$ cat config.mk
export PLATFORM = sky130hd
export DESIGN_NAME = blend_core
export DESIGN_NICKNAME = d
export VERILOG_FILES = /design/src/rtl/blend_pkg.sv /design/src/rtl/blend_alpha_in.sv /design/src/rtl/blend_mul.sv /design/src/rtl/blend_ser.sv /design/src/rtl/blend_core.sv
export SDC_FILE = /design/constraint.sdc
export NUM_CORES = 1
export LEC_CHECK = 0
export BUFFER_PORTS_ARGS = -buffer_cell sky130_fd_sc_hd__buf_2
export CAP_MARGIN = 20
export CORE_MARGIN = 2
export CORE_UTILIZATION = 56
export CTS_BUF_LIST = sky130_fd_sc_hd__clkbuf_8 sky130_fd_sc_hd__clkbuf_16
export DETAILED_ROUTE_END_ITERATION = 8
export PLACE_DENSITY = 0.78
export SYNTH_ARGS = -nofsm -noshare
export SYNTH_HDL_FRONTEND = slang
export SYNTH_SLANG_ARGS = --single-unit
$ cat constraint.sdc
create_clock -name clk -period 5.9 [get_ports clk]
set_input_delay 0.885 -clock clk [delete_from_list [all_inputs] [get_ports clk]]
set_output_delay 0.885 -clock clk [all_outputs]
set_load 0.1 [all_outputs]
$ cat src/rtl/blend_pkg.sv
package blend_pkg;
  // Compute phases inside one pixel slot
  typedef enum logic [2:0] {
    PH_IDLE  = 3'd0,
    PH_FAC   = 3'd1,
    PH_R     = 3'd2,
    PH_G     = 3'd3,
    PH_B     = 3'd4,
    PH_ALPHA = 3'd5
  } blend_phase_e;
endpackage

$ cat src/rtl/blend_alpha_in.sv
module blend_alpha_in #(
  parameter int CW = 8
) (
  input  logic [CW-1:0] a,
  output logic [CW:0]   a_ext
);
  // upper half of the range is nudged up so full scale lands on 1.0
  assign a_ext = {1'b0, a} + {{CW{1'b0}}, a[CW-1]};
endmodule

$ cat src/rtl/blend_mul.sv
module blend_mul #(
  parameter int W = 9
) (
  input  logic [W-1:0]   x,
  input  logic [W-1:0]   y,
  output logic [2*W-1:0] p
);
  assign p = x * y;
endmodule

$ cat src/rtl/blend_ser.sv
module blend_ser #(
  parameter int CW = 8,
  parameter int NB = 6
) (
  input  logic            clk,
  input  logic            rst_n,
  input  logic            load,
  input  logic [NB*CW-1:0] load_data,
  output logic            first,
  output logic [CW-1:0]   data
);
  localparam int SW = NB * CW;

  logic [SW-1:0] sh_q, sh_d;
  logic          first_q;

  always_comb begin
    if (load) sh_d = load_data;
    else      sh_d = sh_q >> CW;
  end

  always_ff @(posedge clk or negedge rst_n) begin
    if (!rst_n) begin
      sh_q    <= '0;
      first_q <= 1'b0;
    end else begin
      sh_q    <= sh_d;
      first_q <= load;
    end
  end

  assign first = first_q;
  assign data  = sh_q[CW-1:0];
endmodule

$ cat src/rtl/blend_core.sv
module blend_core
  import blend_pkg::*;
#(
  parameter int CW = 8,
  parameter int BW = 5,
  parameter int ZW = 16
) (
  input  logic            clk,
  input  logic            rst_n,
  input  logic            in_valid,
  input  logic [ZW-1:0]   in_z,
  input  logic [BW-1:0]   in_beta,
  input  logic [CW-1:0]   in_front_a,
  input  logic [3*CW-1:0] in_front_rgb,
  input  logic [CW-1:0]   in_back_a,
  input  logic [3*CW-1:0] in_back_rgb,
  output logic            out_valid,
  output logic [CW-1:0]   out_data
);
  localparam int AW      = CW + 1;
  localparam int PW      = 2 * AW;
  localparam int NB      = ZW / CW + 4;
  localparam int SH_COV  = BW - 1;
  localparam logic [AW-1:0] A_ONE  = AW'(1) << CW;
  localparam logic [AW:0]   A_HALF = (AW+1)'(1) << (CW - 1);
  localparam logic [BW-1:0] B_ONE  = BW'(1) << SH_COV;

  // reset: asynchronous assert, synchronous release
  logic [1:0] rst_sync_q;
  logic       core_rst_n;
  always_ff @(posedge clk or negedge rst_n) begin
    if (!rst_n) rst_sync_q <= 2'b00;
    else        rst_sync_q <= {rst_sync_q[0], 1'b1};
  end
  assign core_rst_n = rst_sync_q[1];

  // entry alpha remap
  logic [AW-1:0] af_ext, ab_ext;
  blend_alpha_in #(.CW(CW)) u_af (.a(in_front_a), .a_ext(af_ext));
  blend_alpha_in #(.CW(CW)) u_ab (.a(in_back_a),  .a_ext(ab_ext));

  // operand capture
  logic [ZW-1:0]   z_q;
  logic [BW-1:0]   cov_d, cov_q, ncov_d, ncov_q;
  logic [AW-1:0]   af_q, ab_q;
  logic [3*CW-1:0] frgb_q, brgb_q;

  always_comb begin
    cov_d  = (in_beta > B_ONE) ? B_ONE : in_beta;
    ncov_d = B_ONE - cov_d;
  end

  always_ff @(posedge clk or negedge core_rst_n) begin
    if (!core_rst_n) begin
      z_q    <= '0;
      cov_q  <= '0;
      ncov_q <= '0;
      af_q   <= '0;
      ab_q   <= '0;
      frgb_q <= '0;
      brgb_q <= '0;
    end else if (in_valid) begin
      z_q    <= in_z;
      cov_q  <= cov_d;
      ncov_q <= ncov_d;
      af_q   <= af_ext;
      ab_q   <= ab_ext;
      frgb_q <= in_front_rgb;
      brgb_q <= in_back_rgb;
    end
  end

  // phase sequencer
  blend_phase_e ph_q, ph_d;
  always_comb begin
    ph_d = ph_q;
    if (in_valid) ph_d = PH_FAC;
    else begin
      case (ph_q)
        PH_FAC:   ph_d = PH_R;
        PH_R:     ph_d = PH_G;
        PH_G:     ph_d = PH_B;
        PH_B:     ph_d = PH_ALPHA;
        default:  ph_d = PH_IDLE;
      endcase
    end
  end

  always_ff @(posedge clk or negedge core_rst_n) begin
    if (!core_rst_n) ph_q <= PH_IDLE;
    else             ph_q <= ph_d;
  end

  // operand steering: slot 0 serves the front side, slot 1 the back side
  logic [AW-1:0] fac_f_q, fac_b_q;
  logic [CW-1:0] cf_sel, cb_sel;
  logic [AW-1:0] op_x [2];
  logic [AW-1:0] op_y [2];
  logic [PW-1:0] prod [2];

  always_comb begin
    case (ph_q)
      PH_R:    begin cf_sel = frgb_q[3*CW-1:2*CW]; cb_sel = brgb_q[3*CW-1:2*CW]; end
      PH_G:    begin cf_sel = frgb_q[2*CW-1:CW];   cb_sel = brgb_q[2*CW-1:CW];   end
      PH_B:    begin cf_sel = frgb_q[CW-1:0];      cb_sel = brgb_q[CW-1:0];      end
      default: begin cf_sel = '0;                  cb_sel = '0;                  end
    endcase
  end

  always_comb begin
    op_x[0] = '0; op_y[0] = '0;
    op_x[1] = '0; op_y[1] = '0;
    case (ph_q)
      PH_FAC: begin
        op_x[0] = ab_q; op_y[0] = AW'(ncov_q);
        op_x[1] = af_q; op_y[1] = AW'(cov_q);
      end
      PH_R, PH_G, PH_B: begin
        op_x[0] = fac_f_q; op_y[0] = {1'b0, cf_sel};
        op_x[1] = fac_b_q; op_y[1] = {1'b0, cb_sel};
      end
      PH_ALPHA: begin
        op_x[0] = ab_q; op_y[0] = af_q;
      end
      default: ;
    endcase
  end

  for (genvar s = 0; s < 2; s++) begin : g_mul
    blend_mul #(.W(AW)) u_mul (.x(op_x[s]), .y(op_y[s]), .p(prod[s]));
  end

  // factor stage
  logic [AW-1:0] fac_f_d, fac_b_d;
  always_comb begin
    fac_f_d = A_ONE - AW'(prod[0] >> SH_COV);
    fac_b_d = A_ONE - AW'(prod[1] >> SH_COV);
  end

  always_ff @(posedge clk or negedge core_rst_n) begin
    if (!core_rst_n) begin
      fac_f_q <= '0;
      fac_b_q <= '0;
    end else if (ph_q == PH_FAC) begin
      fac_f_q <= fac_f_d;
      fac_b_q <= fac_b_d;
    end
  end

  // colour stage with saturation
  logic [CW:0]     csum;
  logic [CW-1:0]   cres;
  logic [3*CW-1:0] rgb_q, rgb_d;
  always_comb begin
    csum  = (CW+1)'(prod[0] >> CW) + (CW+1)'(prod[1] >> CW);
    cres  = csum[CW] ? {CW{1'b1}} : csum[CW-1:0];
    rgb_d = rgb_q;
    case (ph_q)
      PH_R:    rgb_d[3*CW-1:2*CW] = cres;
      PH_G:    rgb_d[2*CW-1:CW]   = cres;
      PH_B:    rgb_d[CW-1:0]      = cres;
      default: ;
    endcase
  end

  always_ff @(posedge clk or negedge core_rst_n) begin
    if (!core_rst_n) rgb_q <= '0;
    else             rgb_q <= rgb_d;
  end

  // alpha union and exit remap
  logic [AW:0]   asum, aexit;
  logic [CW-1:0] a_out;
  always_comb begin
    asum  = {1'b0, af_q} + {1'b0, ab_q} - (AW+1)'(prod[0] >> CW);
    aexit = (asum > A_HALF) ? asum - 1'b1 : asum;
    a_out = aexit[CW-1:0];
  end

  // byte stream, depth low byte first
  logic            ser_load;
  logic [NB*CW-1:0] ser_data;
  assign ser_load = (ph_q == PH_ALPHA);
  assign ser_data = {rgb_q[CW-1:0], rgb_q[2*CW-1:CW], rgb_q[3*CW-1:2*CW], a_out, z_q};

  blend_ser #(.CW(CW), .NB(NB)) u_ser (
    .clk       (clk),
    .rst_n     (core_rst_n),
    .load      (ser_load),
    .load_data (ser_data),
    .first     (out_valid),
    .data      (out_data)
  );
endmodule

### Word-level counts from Yosys, hierarchy flattened

Index checks and enable logic that the tools add are counted.

| storage, ports and cells | value |
|---|---|
| latch bits | 0 |
| register bits | 188 |
| output and inout bits | 9 |
| memory bits (writable) | 0 |
| ROM bits | 0 |
| word-level logic and storage cells | 48 |
| memories kept | 0 |

| cells by class | value |
|---|---|
| shift operators | 0 |
| equal/unequal tests | 5 |
| bitwise gates (word level) | 0 |
| $add $sub $neg | 9 |
| div/mod/pow operators | 0 |
| reductions and logical operators | 2 |
| $lt $le $gt $ge | 2 |
| multiply operators | 2 |
| muxes and demuxes | 12 |

Operators by type and width:

| kind | count |
|---|---|
| 48-bit 2-to-1 mux | 1 |
| 8-bit one-hot mux with 3 select lines | 2 |
| 9-bit one-hot mux with 2 select lines | 2 |
| 9-bit one-hot mux with 3 select lines | 1 |
| 8-bit by 1-bit adder with 9-bit output | 2 |
| 9-bit by 9-bit multiplier with 18-bit output | 1 |
| 9-bit subtractor, first input constant | 2 |
| 9-bit by 8-bit multiplier with 17-bit output | 1 |
| 8-bit 2-to-1 mux | 2 |
| 8-bit one-hot mux with 2 select lines | 1 |
| 3-bit one-hot mux with 4 select lines | 1 |
| 9-bit by 9-bit adder with 10-bit output | 1 |
| 10-bit by 8-bit > comparator with 1-bit output, second input constant | 1 |
| 10-bit subtractor | 1 |
| 9-bit adder | 1 |
| 8-bit by 1-bit subtractor with 8-bit output, second input constant | 1 |
| 3-bit by 2-bit equality test with 1-bit output, second input constant | 2 |
| 3-bit equality test, second input constant | 2 |
| 5-bit > comparator, second input constant | 1 |
| 5-bit 2-to-1 mux | 1 |
| 5-bit subtractor, first input constant | 1 |
| 3-bit by 1-bit equality test with 1-bit output, second input constant | 1 |
| 3-bit 2-to-1 mux | 1 |
| 3-bit OR reduction | 1 |
| 2-bit OR reduction | 1 |

### Depth between registers and ports, before layout

| logic depth | value |
|---|---|
| word-level depth | 8 |
| gate-level depth with buffers | 37 |
| mapped depth without buffers | 34 |

### Hierarchy

Synthesis repeated with hierarchy kept, for this count alone.

| unflattened totals | value |
|---|---|
| cells, all modules | 1508 |
| area total of the unflattened synthesis | 15125.8 um2 |

Modules (own cells, without submodules):

| module | area each (um2) | times used | cells an instance | seq. area each (um2) |
|---|---|---|---|---|
| blend_core | 7584.8 | 1 | 733 | 3453.3 |
| blend_mul (g_mul[1].u_mul) | 2698.8 | 1 | 323 | 0.0 |
| blend_mul (g_mul[0].u_mul) | 2651.3 | 1 | 310 | 0.0 |
| blend_ser | 1915.6 | 1 | 110 | 1226.2 |
| blend_alpha_in | 137.6 | 2 | 16 | 0.0 |

### Worst setup path before layout

OpenSTA, ideal clock, no wires.

| timing path | value |
|---|---|
| kind | register to register |
| start | register ph_q[1] |
| end | register u_ser.sh_q[17] |
| stages on the path, launching flop included | 34 |
| data required time | 5.775 ns |
| arrival time | 7.815 ns |
| path slack | -2.040 ns |
| path through | dfrtp_1 > buf_4 > clkbuf_1 > nor2b_1 > clkbuf_1 > nand2_1 > inv_2 > a22o_1 > a221oi_1 > or2_2 > fa_1 > fa_1 > inv_1 > fa_1 > fa_1 > ha_1 > o21a_1 > o31a_1 > nor2_1 > nor2_1 > nor2_1 > xnor2_1 > inv_1 > fa_1 > ha_1 > a21o_1 > a21oi_1 > xnor2_1 > nor3_1 > nand2_1 > o21ai_0 > nand3_1 > mux2i_1 > mux2_2 |

| on the way | value |
|---|---|
| word-level cells in the longest chain between the ends | 8 |
| elaborated cells on any way between the ends | 16 |
| classes of those cells | add/sub: 2; mul: 1; order compare: 1; eq/ne: 5; mux: 5; reduce/logical: 2 |

RTL lines:

| item | RTL line | text |
|---|---|---|
| from (decl) | blend_core.sv:74 | `blend_phase_e ph_q, ph_d;` |
| from (signal assigned) | blend_core.sv:91 | `else ph_q <= ph_d;` |
| 3-bit equality test, or another cell as far along | blend_core.sv:102, blend_core.sv:113 |  |
| 8-bit one-hot mux with 3 select lines, or another cell as far along | blend_core.sv:102 | `case (ph_q)` |
| 9-bit one-hot mux with 3 select lines or 9-bit one-hot mux with 2 select lines (tied branches) | blend_core.sv:113 | `case (ph_q)` |
| 9-bit by 9-bit multiplier with 18-bit output | blend_mul.sv:8 | `assign p = x * y;` |
| 10-bit subtractor | blend_core.sv:175 | `asum = {1'b0, af_q} + {1'b0, ab_q} - (AW+1)'(prod[0] >> CW);` |
| 8-bit by 1-bit subtractor with 8-bit output or 10-bit by 8-bit > comparator with 1-bit output (tied branches) | blend_core.sv:176 | `aexit = (asum > A_HALF) ? asum - 1'b1 : asum;` |
| 8-bit 2-to-1 mux | blend_core.sv:176 |  |
| 48-bit 2-to-1 mux * | blend_ser.sv:18 | `if (load) sh_d = load_data;` |
| named net u_ser.sh_d[17] | blend_ser.sv:14 | `logic [SW-1:0] sh_q, sh_d;` |
| to (signal assigned) | blend_ser.sv:24 | `sh_q <= '0;` |
| to (signal assigned) | blend_ser.sv:27 | `sh_q <= sh_d;` |
| to (decl) | blend_ser.sv:14 |  |

The timed path passes the listed nets; every way through them passes the cells marked *.
A chain may end at the register's enable or synchronous reset.

### Worst setup path in the final report

| timing path | value |
|---|---|
| start | register ph_q[0] |
| end | register u_ser.sh_q[23] |

Same word-level chain as after synthesis.

==> flow_metrics.py <==
metrics = {
    "sta": {
        "setup_violations": 36,
        "timing.fmax_mhz": 133,
        "final-max-slew-violation-count": 0,
        "unrepaired_setup_endpoints_after_global_routing": "yes",
        "post_route_clock_period_utilization": 1.28,
        "worst_clock_skew_ns": 0.0197,
        "layout_setup_ws_ns": -1.63,
        "report.final.hold_viol_count": 0,
        "slew_headroom": 0.312,
        "layout_min_cycle_time_ns": 7.53,
        "tightest_slew_ns": 1.03,
    },
    "logic_synthesis": {
        "synthesis_stage_register_bit_count": 187,
        "synth_flop_cell": "dfrtp_1",
        "postSynth.asyncResetShare": 1.00,
        "ys_warn_count": 0,
        "syn_area_per_cell_um2": 9.58,
        "syn_inst": 1461,
        "yosysSeqAreaShare": 0.334,
        "synth.cell_area_mm2": 0.0140,
        "synth-edff-count": 0,
        "synth_cell_type_count": 65,
        "syn-num-nets": 1745,
    },
    "pwr": {
        "powerDensity_mw_per_mm2": 445,
        "pwr-share-seq": 0.202,
        "internal-power_mw": 4.73,
        "peakVddDrop_uv": 396,
        "comb_power_share": 0.654,
        "switchingPower_mw": 3.64,
        "p_clk_frac": 0.144,
        "power.total_mw": 8.37,
        "static-leakage-power_nw": 9.37,
        "power_switching_share": 0.435,
    },
    "global_routing": {
        "grt_max_degree": 153,
        "grt_first_pass_wirelength_um": 64300,
        "antenna_found_initial": 1,
        "globalRoute.totalOverflow": 0,
        "via_count_of_the_first_global_routing_pass": 12800,
        "grt_util_all_layers": 0.315,
    },
    "clock_network": {
        "tritoncts": "yes",
        "h-tree-depth": 4,
        "cts_num_sinks": 187,
        "clkSlewWorstSetupHoldPaths_ns": 0.08,
        "cts.root.buffer_cell": "clkbuf_16",
        "clockBufferDepth": 2,
        "clock_latency_ns": 0.46,
        "cts_buffers": 17,
    },
    "hold_path": {
        "min_path_type": "in -> async",
    },
    "worst_setup_path": {
        "max_stage_delay_ns": 0.50,
        "crit_path_max_fanout": 7,
        "critical_path_buf_inv_count": 7,
        "ff2ff_setup_slack_ns": -1.63,
        "crit_path_capture_type": "flop",
        "worst_path_class_setup": "reg -> reg",
        "worst_ep_arrival_time_ns": 7.82,
        "crit_family": "adder cells",
        "cp.required_ns": 6.19,
        "critical-path-slowest-cell": "fa_1",
        "start_kind": "flop",
        "worst_path_most_repeated_cell": "fa_1",
    },
    "die": {
        "io_pins": 97,
        "die_width_um": 162,
        "floorplan.initialDensity": 0.572,
        "floorplan_die_area_mm2": 0.0263,
        "core_area_mm2": 0.0245,
        "placement_rows": 57,
        "die_h_um": 162,
    },
    "drt": {
        "detail_route.iter0.violations": 1129,
        "drt_pre_antenna_iters": 6,
        "route.detailed.wl_per_inst_um": 20.1,
        "route.final.wire_length_um": 43800,
        "vias": 12600,
        "post-route-drc-count": 0,
        "avgViaCountPerCell": 5.79,
        "detail_route_antenna_nets": 0,
    },
    "placed_design": {
        "port_buffers": 96,
        "placed_area_mm2": 0.0170,
        "placed_cells_incl_taps": 2099,
        "gpl_congestion": 0.962,
        "place_hpwl_um": 29700,
    },
    "cells_and_area": {
        "layout-area-overhead-vs-synth_pct": 34.4,
        "final_cell_area_mm2": 0.0188,
        "post_route_cells_drive_above_1_share": 0.379,
        "post_layout_nonfiller_instances": 2177,
        "design.final.nets": 2123,
    },
    "outcome": {
        "outcome": "finished with violations",
        "failed_checks": "setup timing",
    },
    "flow_run": {
        "maximum_capacitance_violations": 0,
    },
}
-- layout make-up --
class / instances / area (µm²)
antenna: 1 / 2.50
clock buffer: 18 / 439
clock inverter: 14 / 185
fill: 1497 / 5640
inverter: 142 / 536
multi-input combinational: 1074 / 9520
sequential: 187 / 4690
tap: 324 / 405
timing repair buffer: 417 / 3050
-- worst reg2reg max path: cells and delay by family (launching register included) --
kind | cells | cell delay (ns)
DFF | 1 | 0.48
adders and majority gates | 7 | 2.86
xor gates and xnor gates | 3 | 0.64
AOI/OAI and AO/OA | 14 | 2.01
buffers and inverters | 7 | 0.71
and+or+nand+nor | 5 | 0.66
-- layout by cell type, fill, tap and decap left out, types with 7 or more instances in the layout --
master     Yosys  routed
a21o_1        17      17
a21oi_1       60      38
a21oi_2        0      17
a22o_1         8       7
a22oi_1       21      14
a22oi_2        0       7
a31oi_1       19      16
and3_1        10      10
buf_2          0      96
buf_4         10     296
buf_6          2      18
clkbuf_16      0      19
dfrtp_1      187     184
fa_1         101      93
fa_2           0       8
ha_1          95      77
ha_4           0      16
inv_1        141     128
inv_2          1      13
mux2_2        77      74
mux2i_1       16      14
nand2_1      188     182
nand2b_1      28      28
nand3_1       16      13
nand3b_1       7       7
nor2_1       171     162
nor2_2         0       7
nor2b_1       12       7
nor3_1        14      10
o21ai_0       41      27
o21ai_1        5      13
or2_2         13      11
xnor2_1       45      33
xnor2_2        0      10
xor2_1        27      21
-- registers in the layout, indices dropped and copies added, names as in the netlist --
signal and flops:
u_ser.sh_q 48, brgb_q 24, frgb_q 24, rgb_q 24
z_q 16, ab_q 9, af_q 9, fac_b_q 9
fac_f_q 9, cov_q 5, ncov_q 4, ph_q 3
rst_sync_q 2, u_ser.first 1
-- metrics by stage --
stage | hold slack (ns) | setup WS (ns) | TNS (ns) | util
3_5_place_dp | 0.285 | -1.64 | -47.39 | 0.695
5_1_grt | 0.189 | -1.94 | -59.26 | 0.769
2_1_floorplan | 0.331 | -1.23 | -34.65 | -
6_report | 0.198 | -1.63 | -51.34 | 0.769
3_3_place_gp | 0.282 | -1.52 | -42.87 | 0.695
4_1_cts | 0.200 | -1.38 | -41.23 | 0.740
-- cells by family (layout without fill, tap and decap cells) --
family	after synthesis	after routing	synth area share
other cells	1	2	0.000268
fa+ha+maj	197	197	0.230
flops	187	187	0.334
mux	93	93	0.0734
buf+inv	200	591	0.0574
compound gates	227	227	0.107
xor+xnor	72	72	0.0450
simple gates	484	484	0.152
-- power groups by stage --
stage | clock (mW) | sequential, mW | combinational, mW
2_1_floorplan | 0 | 1.69 | 2.63
3_3_place_gp | 0 | 1.68 | 4.38
3_5_place_dp | 0 | 1.70 | 4.51
4_1_cts | 1.20 | 1.68 | 4.82
5_1_grt | 1.25 | 1.72 | 5.89
6_report | 1.21 | 1.69 | 5.47
-- final timing paths --
path                       cells past startpoint           from              to
setup / recovery                              36        ph_q[0]  u_ser.sh_q[23]
hold reg to reg                                0  rst_sync_q[1]      brgb_q[23]
hold / removal                                 1          rst_n   rst_sync_q[1]
setup reg to reg                              36        ph_q[0]  u_ser.sh_q[23]
max in group asynchronous                      1  rst_sync_q[1]  u_ser.sh_q[45]
min in group clk                               0  rst_sync_q[0]   rst_sync_q[1]
-- repair_timing --
item,CTS,global route
hold buffers,0,0
endpoints found under the setup margin,36,38
hold endpoints to repair,0,0
buffers inserted,24,20
resized for setup,62,114
cloned,1,3
pin swaps,39,55
-- synth_stat cells (12+ instances only) --
cell type | instances | area share
mux2i_1 | 16 | 0.011
nand3_1 | 16 | 0.0057
a22oi_1 | 21 | 0.011
nor2_1 | 171 | 0.046
a31oi_1 | 19 | 0.0085
mux2_2 | 77 | 0.062
fa_1 | 101 | 0.14
nand2_1 | 188 | 0.050
or2_2 | 13 | 0.0058
clkbuf_1 | 37 | 0.0099
nand2b_1 | 28 | 0.013
xnor2_1 | 45 | 0.028
inv_1 | 141 | 0.038
o21ai_0 | 41 | 0.015
a21o_1 | 17 | 0.0091
xor2_1 | 27 | 0.017
ha_1 | 95 | 0.085
a21oi_1 | 60 | 0.021
nor3_1 | 14 | 0.0050
nor2b_1 | 12 | 0.0054
dfrtp_1 | 187 | 0.33
-- routing by layer --
metal / vias up / track usage / routed length, µm
met2: 660 / 0.532 / 21300
met4: 0 / 0.146 / 2460
met1: 6165 / 0.391 / 16700
met3: 181 / 0.0623 / 3350
met5: - / 0 / 0
li1: 5602 / - / -
No activity file was read; power rests on OpenSTA's default activity.
